**src/rtl/card_req_seq_pkg.sv**
```systemverilog
package card_req_seq_pkg;
  typedef enum logic [2:0] {
    ST_IDLE, ST_CMD, ST_XFER, ST_BUSYW, ST_DRAIN, ST_STOP, ST_READY
  } seq_state_e;

  localparam logic [1:0] ERR_NONE = 2'b00;
  localparam logic [1:0] ERR_TMO  = 2'b01;
  localparam logic [1:0] ERR_CRC  = 2'b10;

  typedef struct packed {
    logic data;
    logic write;
    logic stop;
    logic dma;
  } req_attr_t;
endpackage

```
**src/rtl/card_err_map.sv**
```systemverilog
module card_err_map
  import card_req_seq_pkg::*;
(
  input  logic       cto_i,
  input  logic       dto_i,
  input  logic       ccrc_i,
  input  logic       dcrc_i,
  output logic       any_o,
  output logic [1:0] code_o
);
  always_comb begin
    any_o = cto_i | dto_i | ccrc_i | dcrc_i;
    if (cto_i | dto_i)        code_o = ERR_TMO;  // timeout wins
    else if (ccrc_i | dcrc_i) code_o = ERR_CRC;
    else                      code_o = ERR_NONE;
  end
endmodule

```
**src/rtl/card_busy_track.sv**
```systemverilog
module card_busy_track #(
  parameter int CNT_W = 9
) (
  input  logic             clk_i,
  input  logic             rst_ni,
  input  logic             clr_i,
  input  logic             en_i,
  input  logic             on_i,
  input  logic             off_i,
  output logic             busy_o,
  output logic [CNT_W-1:0] cnt_o
);
  logic             busy_q;
  logic [CNT_W-1:0] cnt_q;

  always_ff @(posedge clk_i or negedge rst_ni) begin
    if (!rst_ni) begin
      busy_q <= 1'b0;
      cnt_q  <= '0;
    end else if (clr_i) begin
      busy_q <= 1'b0;
      cnt_q  <= '0;
    end else if (en_i) begin
      if (off_i && (busy_q || on_i)) begin
        cnt_q  <= cnt_q + CNT_W'(1);
        busy_q <= 1'b0;
      end else if (on_i) begin
        busy_q <= 1'b1;
      end
    end
  end

  assign busy_o = busy_q;
  assign cnt_o  = cnt_q;

  assert_orphan_exit_R4: assert property (@(posedge clk_i) disable iff (!rst_ni)
    (en_i && !clr_i && off_i && !on_i && !busy_q) |=> (cnt_q == $past(cnt_q)));

  assert_exit_counts_R4: assert property (@(posedge clk_i) disable iff (!rst_ni)
    (en_i && !clr_i && off_i && busy_q) |=> (cnt_q == $past(cnt_q) + CNT_W'(1) && !busy_q));
endmodule

```
**src/rtl/card_seq_ctrl.sv**
```systemverilog
module card_seq_ctrl
  import card_req_seq_pkg::*;
#(
  parameter int BLK_W = 9
) (
  input  logic             clk_i,
  input  logic             rst_ni,
  input  logic             start_i,
  input  req_attr_t        attr_i,
  input  logic [BLK_W-1:0] blocks_i,
  input  logic             ev_cmd_end_i,
  input  logic             ev_card_err_i,
  input  logic             ev_blk_i,
  input  logic             ev_fifo_i,
  input  logic             err_any_i,
  input  logic [1:0]       err_code_i,
  input  logic             busy_i,
  input  logic [BLK_W-1:0] wr_cnt_i,
  output logic             active_o,
  output logic             accept_o,
  output logic             stop_issue_o,
  output logic             done_o,
  output logic [1:0]       main_err_o,
  output logic [1:0]       stop_err_o,
  output logic             reject_o
);
  seq_state_e       state_q, state_d;
  req_attr_t        attr_q;
  logic [BLK_W-1:0] blk_q;
  logic [1:0]       main_q, main_d, stop_q, stop_d;
  logic             fifo_q, fifo_hit, stop_issue_q, reject_q;
  logic             accept, err_hit, data_err;
  seq_state_e       after_data, after_drain;

  assign accept   = start_i && (state_q == ST_IDLE);
  assign fifo_hit = fifo_q | ev_fifo_i;
  assign err_hit  = err_any_i && (state_q != ST_IDLE) && (state_q != ST_READY);
  assign data_err = (state_q == ST_XFER) || (state_q == ST_BUSYW) || (state_q == ST_DRAIN);

  always_comb begin
    after_drain = attr_q.stop ? ST_STOP : ST_READY;
    after_data  = attr_q.dma ? ST_DRAIN : after_drain;
  end

  always_comb begin
    state_d = state_q;
    main_d  = main_q;
    stop_d  = stop_q;
    unique case (state_q)
      ST_IDLE:  if (start_i) state_d = ST_CMD;
      ST_CMD:   if (ev_cmd_end_i || ev_card_err_i)
                  state_d = attr_q.data ? ST_XFER : ST_READY;
      ST_XFER:  if (ev_blk_i) state_d = attr_q.write ? ST_BUSYW : after_data;
      ST_BUSYW: if (!busy_i && wr_cnt_i == blk_q) state_d = after_data;
      ST_DRAIN: if (fifo_hit) state_d = after_drain;
      ST_STOP:  if (ev_cmd_end_i) state_d = ST_READY;
      ST_READY: state_d = ST_IDLE;
      default:  state_d = ST_IDLE;
    endcase
    if (err_hit) begin
      if (state_q == ST_STOP) begin
        stop_d  = err_code_i;
        state_d = ST_READY;
      end else if (attr_q.stop && data_err) begin
        main_d  = err_code_i;
        state_d = ST_STOP;
      end else begin
        main_d  = err_code_i;
        state_d = ST_READY;
      end
    end
  end

  always_ff @(posedge clk_i or negedge rst_ni) begin
    if (!rst_ni) begin
      state_q      <= ST_IDLE;
      attr_q       <= '0;
      blk_q        <= '0;
      main_q       <= ERR_NONE;
      stop_q       <= ERR_NONE;
      fifo_q       <= 1'b0;
      stop_issue_q <= 1'b0;
      reject_q     <= 1'b0;
    end else begin
      state_q      <= state_d;
      stop_issue_q <= (state_d == ST_STOP) && (state_q != ST_STOP);
      reject_q     <= start_i && (state_q != ST_IDLE);
      if (accept) begin
        attr_q <= attr_i;
        blk_q  <= blocks_i;
        main_q <= ERR_NONE;
        stop_q <= ERR_NONE;
        fifo_q <= 1'b0;
      end else begin
        main_q <= main_d;
        stop_q <= stop_d;
        if (state_q == ST_DRAIN && fifo_hit) fifo_q <= 1'b0;
        else if (ev_fifo_i && state_q != ST_IDLE) fifo_q <= 1'b1;  // early drain is remembered
      end
    end
  end

  assign active_o     = (state_q != ST_IDLE);
  assign accept_o     = accept;
  assign stop_issue_o = stop_issue_q;
  assign done_o       = (state_q == ST_READY);
  assign main_err_o   = main_q;
  assign stop_err_o   = stop_q;
  assign reject_o     = reject_q;

  assert_start_to_cmd_R1: assert property (@(posedge clk_i) disable iff (!rst_ni)
    (start_i && state_q == ST_IDLE) |=> (state_q == ST_CMD));

  assert_stop_only_if_req_R3: assert property (@(posedge clk_i) disable iff (!rst_ni)
    stop_issue_o |-> (attr_q.stop && state_q == ST_STOP));

  assert_wait_while_busy_R5: assert property (@(posedge clk_i) disable iff (!rst_ni)
    (state_q == ST_BUSYW && busy_i && !err_any_i) |=> (state_q == ST_BUSYW));

  assert_done_then_idle_R7: assert property (@(posedge clk_i) disable iff (!rst_ni)
    done_o |=> (state_q == ST_IDLE && !done_o));

  assert_done_stop_excl_R7: assert property (@(posedge clk_i) disable iff (!rst_ni)
    $onehot0({done_o, stop_issue_o}));

  assert_reject_busy_R10: assert property (@(posedge clk_i) disable iff (!rst_ni)
    (start_i && state_q != ST_IDLE) |=> (reject_o && $stable(blk_q)));
endmodule

```
**src/rtl/card_req_seq.sv**
```systemverilog
module card_req_seq
  import card_req_seq_pkg::*;
#(
  parameter int MAX_BLOCKS = 256,
  localparam int BLK_W = $clog2(MAX_BLOCKS + 1)
) (
  input  logic             clk_i,
  input  logic             rst_ni,
  input  logic             start_i,
  input  logic             req_data_i,
  input  logic             req_write_i,
  input  logic             req_stop_i,
  input  logic             req_dma_i,
  input  logic [BLK_W-1:0] req_blocks_i,
  input  logic             ev_cmd_end_i,
  input  logic             ev_card_err_i,
  input  logic             ev_blk_i,
  input  logic             ev_busy_on_i,
  input  logic             ev_busy_off_i,
  input  logic             ev_fifo_i,
  input  logic             err_cto_i,
  input  logic             err_dto_i,
  input  logic             err_ccrc_i,
  input  logic             err_dcrc_i,
  output logic             stop_issue_o,
  output logic             done_o,
  output logic [1:0]       main_err_o,
  output logic [1:0]       stop_err_o,
  output logic [BLK_W-1:0] wr_blocks_o,
  output logic             reject_o
);
  req_attr_t        attr;
  logic             err_any, busy, active, accept;
  logic [1:0]       err_code;
  logic [BLK_W-1:0] wr_cnt;

  assign attr = '{data: req_data_i, write: req_write_i, stop: req_stop_i, dma: req_dma_i};

  card_err_map u_err (
    .cto_i (err_cto_i),
    .dto_i (err_dto_i),
    .ccrc_i(err_ccrc_i),
    .dcrc_i(err_dcrc_i),
    .any_o (err_any),
    .code_o(err_code)
  );

  card_busy_track #(.CNT_W(BLK_W)) u_busy (
    .clk_i (clk_i),
    .rst_ni(rst_ni),
    .clr_i (accept),
    .en_i  (active),
    .on_i  (ev_busy_on_i),
    .off_i (ev_busy_off_i),
    .busy_o(busy),
    .cnt_o (wr_cnt)
  );

  card_seq_ctrl #(.BLK_W(BLK_W)) u_ctrl (
    .clk_i        (clk_i),
    .rst_ni       (rst_ni),
    .start_i      (start_i),
    .attr_i       (attr),
    .blocks_i     (req_blocks_i),
    .ev_cmd_end_i (ev_cmd_end_i),
    .ev_card_err_i(ev_card_err_i),
    .ev_blk_i     (ev_blk_i),
    .ev_fifo_i    (ev_fifo_i),
    .err_any_i    (err_any),
    .err_code_i   (err_code),
    .busy_i       (busy),
    .wr_cnt_i     (wr_cnt),
    .active_o     (active),
    .accept_o     (accept),
    .stop_issue_o (stop_issue_o),
    .done_o       (done_o),
    .main_err_o   (main_err_o),
    .stop_err_o   (stop_err_o),
    .reject_o     (reject_o)
  );

  assign wr_blocks_o = wr_cnt;

  assert_err_code_valid_R8: assert property (@(posedge clk_i) disable iff (!rst_ni)
    done_o |-> (main_err_o != 2'b11 && stop_err_o != 2'b11));
endmodule

```
**config.mk**
```make
export PLATFORM = sky130hd
export DESIGN_NAME = card_req_seq
export DESIGN_NICKNAME = d
export VERILOG_FILES = /design/src/rtl/card_req_seq_pkg.sv /design/src/rtl/card_err_map.sv /design/src/rtl/card_busy_track.sv /design/src/rtl/card_seq_ctrl.sv /design/src/rtl/card_req_seq.sv
export SDC_FILE = /design/constraint.sdc
export NUM_CORES = 1
export LEC_CHECK = 0
export CAP_MARGIN = 25
export CELL_PAD_IN_SITES_DETAIL_PLACEMENT = 0
export CELL_PAD_IN_SITES_GLOBAL_PLACEMENT = 1
export CORE_ASPECT_RATIO = 0.6
export CORE_MARGIN = 1.5
export CORE_UTILIZATION = 40
export CTS_BUF_LIST = sky130_fd_sc_hd__clkbuf_16
export DETAILED_ROUTE_END_ITERATION = 10
export PLACE_DENSITY_LB_ADDON = 0.1
export SLEW_MARGIN = 20
export SYNTH_ARGS = -nofsm -noshare
export SYNTH_HDL_FRONTEND = slang
export SYNTH_SLANG_ARGS = --single-unit
```
**constraint.sdc**
```tcl
create_clock -name clk_i -period 5.1 [get_ports clk_i]
set_input_delay 1.02 -clock clk_i [delete_from_list [all_inputs] [get_ports clk_i]]
set_output_delay 1.02 -clock clk_i [all_outputs]
set_load 0.05 [all_outputs]
```
======== Yosys cells after proc, flatten, opt, wreduce, memory -nomap -nowiden ========
Index checks and enable logic that the tools add are counted.
storage, ports and cells
  register bits ........................... 33
  input port bits ......................... 26
  output and inout bits ................... 16
  logic and storage cells ................. 89
operators by class
  $add $sub $neg .......................... 1
  equality and inequality tests ........... 11
  mux-type cells .......................... 32
  bitwise operators ....................... 5
  reduce and logical (&&, ||, !) cells .... 27
operators with widths
  operator               number
  $mux W3                11
  $mux W9                3
  $mux W2                10
  $pmux W3 S6            1
  $eq A3 B3 Y1 const B   4
  $logic_and A1 B1 Y1    10
  $add A9 B1 Y9 const B  1
  $eq A9 B9 Y1           1
  $reduce_bool A3 Y1     3
  $reduce_and A2 Y1      4
  $reduce_bool A2 Y1     4
  $mux W1                7
  $eq A3 B2 Y1 const B   2
  $ne A3 B3 Y1 const B   2
  $or A1 B1 Y1           5
  $logic_or A1 B1 Y1     4
  $eq A3 B1 Y1 const B   1
  $logic_not A3 Y1       1
  $ne A2 B2 Y1 const B   1
  $logic_not A1 Y1       1

======== Depth between registers and ports, before layout ========
  depth after elaboration ................. 9
  gate-level depth with buffers ........... 8

======== Modules after synthesis ========
A second synthesis with hierarchy kept.
unflattened totals
  cells, all modules ...................... 174
  area total of the unflattened synthesis .. 1819.2 um^2
by module, submodules not included
  module           times used  cells each  area an instance (um^2)  seq. area each (um^2)
  card_seq_ctrl    1           121         1281.2                   575.6
  card_busy_track  1           49          508.0                    250.2
  card_err_map     1           4           30.0                     0.0

======== Worst setup path after synthesis ========
No wires, ideal clock.
  kind .................................... flip-flop to output port
  from .................................... register u_ctrl.state_q[0]
  to ...................................... output done_o
  arrival time ............................ 1.687 ns
  required time ........................... 4.080 ns
  setup slack ............................. 2.393 ns
  cell stages (with the launch flop) ...... 3
  cells stage by stage .................... dfrtp_1 > buf_2 > nor3_1
on the way
  longest elaborated chain between the ends .. 1
RTL lines
  element                 RTL line              RTL
  from (decl)             card_seq_ctrl.sv:27   seq_state_e state_q, state_d;
  from (signal assigned)  card_seq_ctrl.sv:85   state_q <= state_d;
  $eq A3 B3 Y1            card_seq_ctrl.sv:106  assign done_o = (state_q == ST_READY);
  to (decl)               card_req_seq.sv:26    output logic done_o,
No other way between the ends.

======== Final worst setup path ========
  from .................................... register u_ctrl.state_q[2]
  to ...................................... output done_o
Same word-level chain as after synthesis.

==> summary.md <==
| Metric | Value |
|---|---|
| Worst-margin pin slew | 0.634 ns |
| Clock Latency Late Sink | 0.27 ns |
| Wire per inst | 14.6 um |
| Reg2Reg Depth | 5 |
| Power density cells | 594 nW/um^2 |
| Post-synthesis xor/xnor area fraction | 0.0918 |
| Outcome | finished, final reports clean |
| CP Buf/Inv Count | 2 |
| WL final | 3970 um |
| Min Tclk post-route | 3.16 ns |
| Rows | 18 |
| Layout cell share with drive strength beyond 1 | 0.0758 |
| Vias per cell | 5.13 |
| Adder-cell area share of the yosys netlist | 0.00734 |
| Clk root buf | clkbuf_16 |
| Leak Pwr | 0.969 nW |
| Pre-antenna DRT Iters | 6 |
| Die H | 53.6 um |
| Gr usage total | 0.184 |
| Req. time, crit path | 4.08 ns |
| DIE WIDTH | 87.3 um |
| Post-DP Area | 2170 um^2 |
| Crit Reg-Reg Startpoint | u_ctrl.state_q[0]$_DFF_PN0_ |
| Synth Register Bits | 33 |
| Synth Area in Simple Gates | 0.170 |
| Sequential-to-total area share from yosys stat | 0.485 |
| Worst setup SP type | flop |
| Cells after Synth | 166 |
| Hold_buf cts | 0 |
| Most common cell in the netlist | dfrtp_1 |
| Layout area overhead | 36.0% |
| Max incr delay on CP | 0.84 ns |
| RSZ-0062 raised after global routing | false |
| Critical path's slowest cell | clkdlybuf4s50_1 |
| Residual DRC count | 0 |
| # Post-CTS Setup Buffers | 0 |
| CTS Sinks | 33 |
| Slew HR | 0.576 |
| CTS tree | done |
| Vias in the first global route | 1236 |
| Distinct cells, synth | 45 |
| Hold Crit Class | flop to flop |
| Initial core utilization | 0.416 |
| Hold path endpoint | u_ctrl.main_err_o[0]$_DFFE_PN0P_ |
| Post-synth EDFFs | 0 |
| Cts repair resizes | 0 |
| Top cells by count, synth | dfrtp_1, nor2_1, mux2_1, nand2_1, nand4_1 |
| Synth Area in Compound Gates | 0.128 |
| Core Area | 4100 um^2 |
| Largest area contributor in the netlist | dfrtp_1 |
| Final Hold Viols | 0 |
| Fmax | 316 MHz |
| Worst path top cell family by delay | buffers and inverters |
| Port Buffers | 41 |
| Via count | 1390 |
| Final HPWL DP | 2910 um |
| DRT iter0 DRCs | 70 |
| Post-synth top area share | 0.485 |
| Ys async rst share | 1.00 |
| Pin count of the biggest net entering global routing | 34 |
| Largest family of logic cells by synthesized area | simple AND/OR/NAND/NOR gates |
| Mux contribution to synthesized area | 0.0852 |
| H-tree Lvls | 2 |
| CP Class | flop to primary output |
| Worst EP arrival | 2.14 ns |
| NumNets Final | 237 |
| TritonCTS Buffers | 5 |
| Mapped cell area | 1700 um^2 |
| Total grt overflow | 0 |
| Fillers | 362 |
| Gp weighted congestion | 0.911 |
| Top cells by area, synth | dfrtp_1, mux2_1, nor2_1 |
| Crit end category | primary output |
| Max Buffers Root-to-Sink | 2 |
| Fin crit share | 0.620 |
| Crit path max fanout | 15 |
| First-pass GRT wire length | 6280 um |
| Clock Skew | 0.00234 ns |
| Clock Pin Slew Worst Setup and Hold Paths | 0.05 ns |
| Most used DFF post-synth | dfrtp_1 |
| Syn Area/Cell | 10.3 um^2 |
| Peak VDD IR | 0.000218 V |
| Yosys warning total | 0 |
| Initial antenna violation count | 0 |
| Post-route cell area | 2320 um^2 |
| Syn Nets | 193 |
| Slew Viols, Final | 0 |
| Place WS | 2.02 ns |
| Final Setup Violations | 0 |
| Total Neg Setup Slack | 0 ns |
| Final worst slack | 1.94 ns |
| DIE AREA | 4670 um^2 |
| Hold_ws | 0.503 ns |
| Num ports | 42 |
| Cell breakdown of the critical path | inv_1 > nor3_1 > clkdlybuf4s50_1 |
| Min-delay src | u_ctrl.main_err_o[0]$_DFFE_PN0P_ |
| Antenna diodes | 0 |
| Hold Path Depth | 2 |
| Max_cap viols | 0 |
| FF-to-FF End | u_busy.cnt_o[0]$_DFFE_PN0P_ |
| Antenna viol nets, final | 0 |
| Flop2flop setup slack | 2.97 ns |
## per-layer routing
metal / global-route usage / wire [um]
met1: 0.283 / 2190
met2: 0.247 / 1560
met3: 0.0506 / 204
met4: 0.0503 / 14
met5: 0 / 0
## stage by stage
step	power (mW)	std cells	utilization
after global routing	1.47	271	0.566
after global placement	1.07	262	0.528
after detailed placement	1.09	262	0.528
after CTS	1.38	270	0.562
after floorplan	0.904	166	-
final	1.38	271	0.566
## report_power, final
| group | switching (mW) | internal, mW | leakage [nW] | total (mW) |
|---|---|---|---|---|
| Clock | 0.103 | 0.176 | 0.0687 | 0.279 |
| Sequential | 0.130 | 0.368 | 0.412 | 0.499 |
| Combinational | 0.340 | 0.260 | 0.488 | 0.599 |
## sequential cells by signal, indices dropped and copies added, names as in the netlist, 2 cells and up
register	cells
u_ctrl.state_q	3
u_ctrl.stop_err_o	2
u_ctrl.main_err_o	2
u_ctrl.attr_q	4
u_busy.cnt_o	9
u_ctrl.blk_q	9
## cells by family after synthesis
group	Yosys count
mux	13
fa+ha+maj	1
simple gates	56
xor+xnor	17
buf+inv	13
compound gates	33
flops	33
## worst max path at each step
stage / depth (start not counted) / from / slack [ns] / end
detailed placement: 6 / start_i / 2.02 / u_ctrl.stop_issue_o$_DFF_PN0_
CTS: 3 / u_ctrl.state_q[2]$_DFF_PN0_ / 1.98 / done_o
global route: 3 / u_ctrl.state_q[2]$_DFF_PN0_ / 1.79 / done_o
global placement: 6 / start_i / 2.08 / u_ctrl.stop_issue_o$_DFF_PN0_
floorplan: 2 / u_ctrl.state_q[0]$_DFF_PN0_ / 2.39 / done_o
finish: 3 / u_ctrl.state_q[2]$_DFF_PN0_ / 1.94 / done_o
## worst reg2reg max path, cell delays in order, from the launching register on
cell,delay (ns)
dfrtp_1,0.54
nor3_2,0.41
and2_1,0.46
buf_8,0.23
nor2_1,0.08
mux2_2,0.28
## cell type report
type	instances	area (um^2)	area share
sequential	33	826	0.356
multi-input combinational	120	821	0.354
timing repair buffer	43	433	0.187
clock buffer	5	125	0.0540
tap	60	75.1	0.0324
inverter	7	26.3	0.0113
clock inverter	3	12.5	0.00540
## cells in the final DEF (no fill, tap or decap), types with 2 or more instances in the layout
cell type / instances
xnor2_1: 8
inv_1: 5
o21ai_1: 5
nand2_1: 10
nand4_1: 9
nor2b_1: 2
mux2_1: 11
nand3_1: 2
clkdlybuf4s50_1: 41
dfrtp_1: 33
clkinv_1: 2
xor2_1: 8
a22o_1: 2
o311ai_0: 2
o21ai_0: 8
clkbuf_16: 5
nor3_1: 2
nor2_1: 20
and3_1: 2
inv_2: 2
a21oi_1: 4
a21boi_1: 2
(Power assumes the default switching activity.)
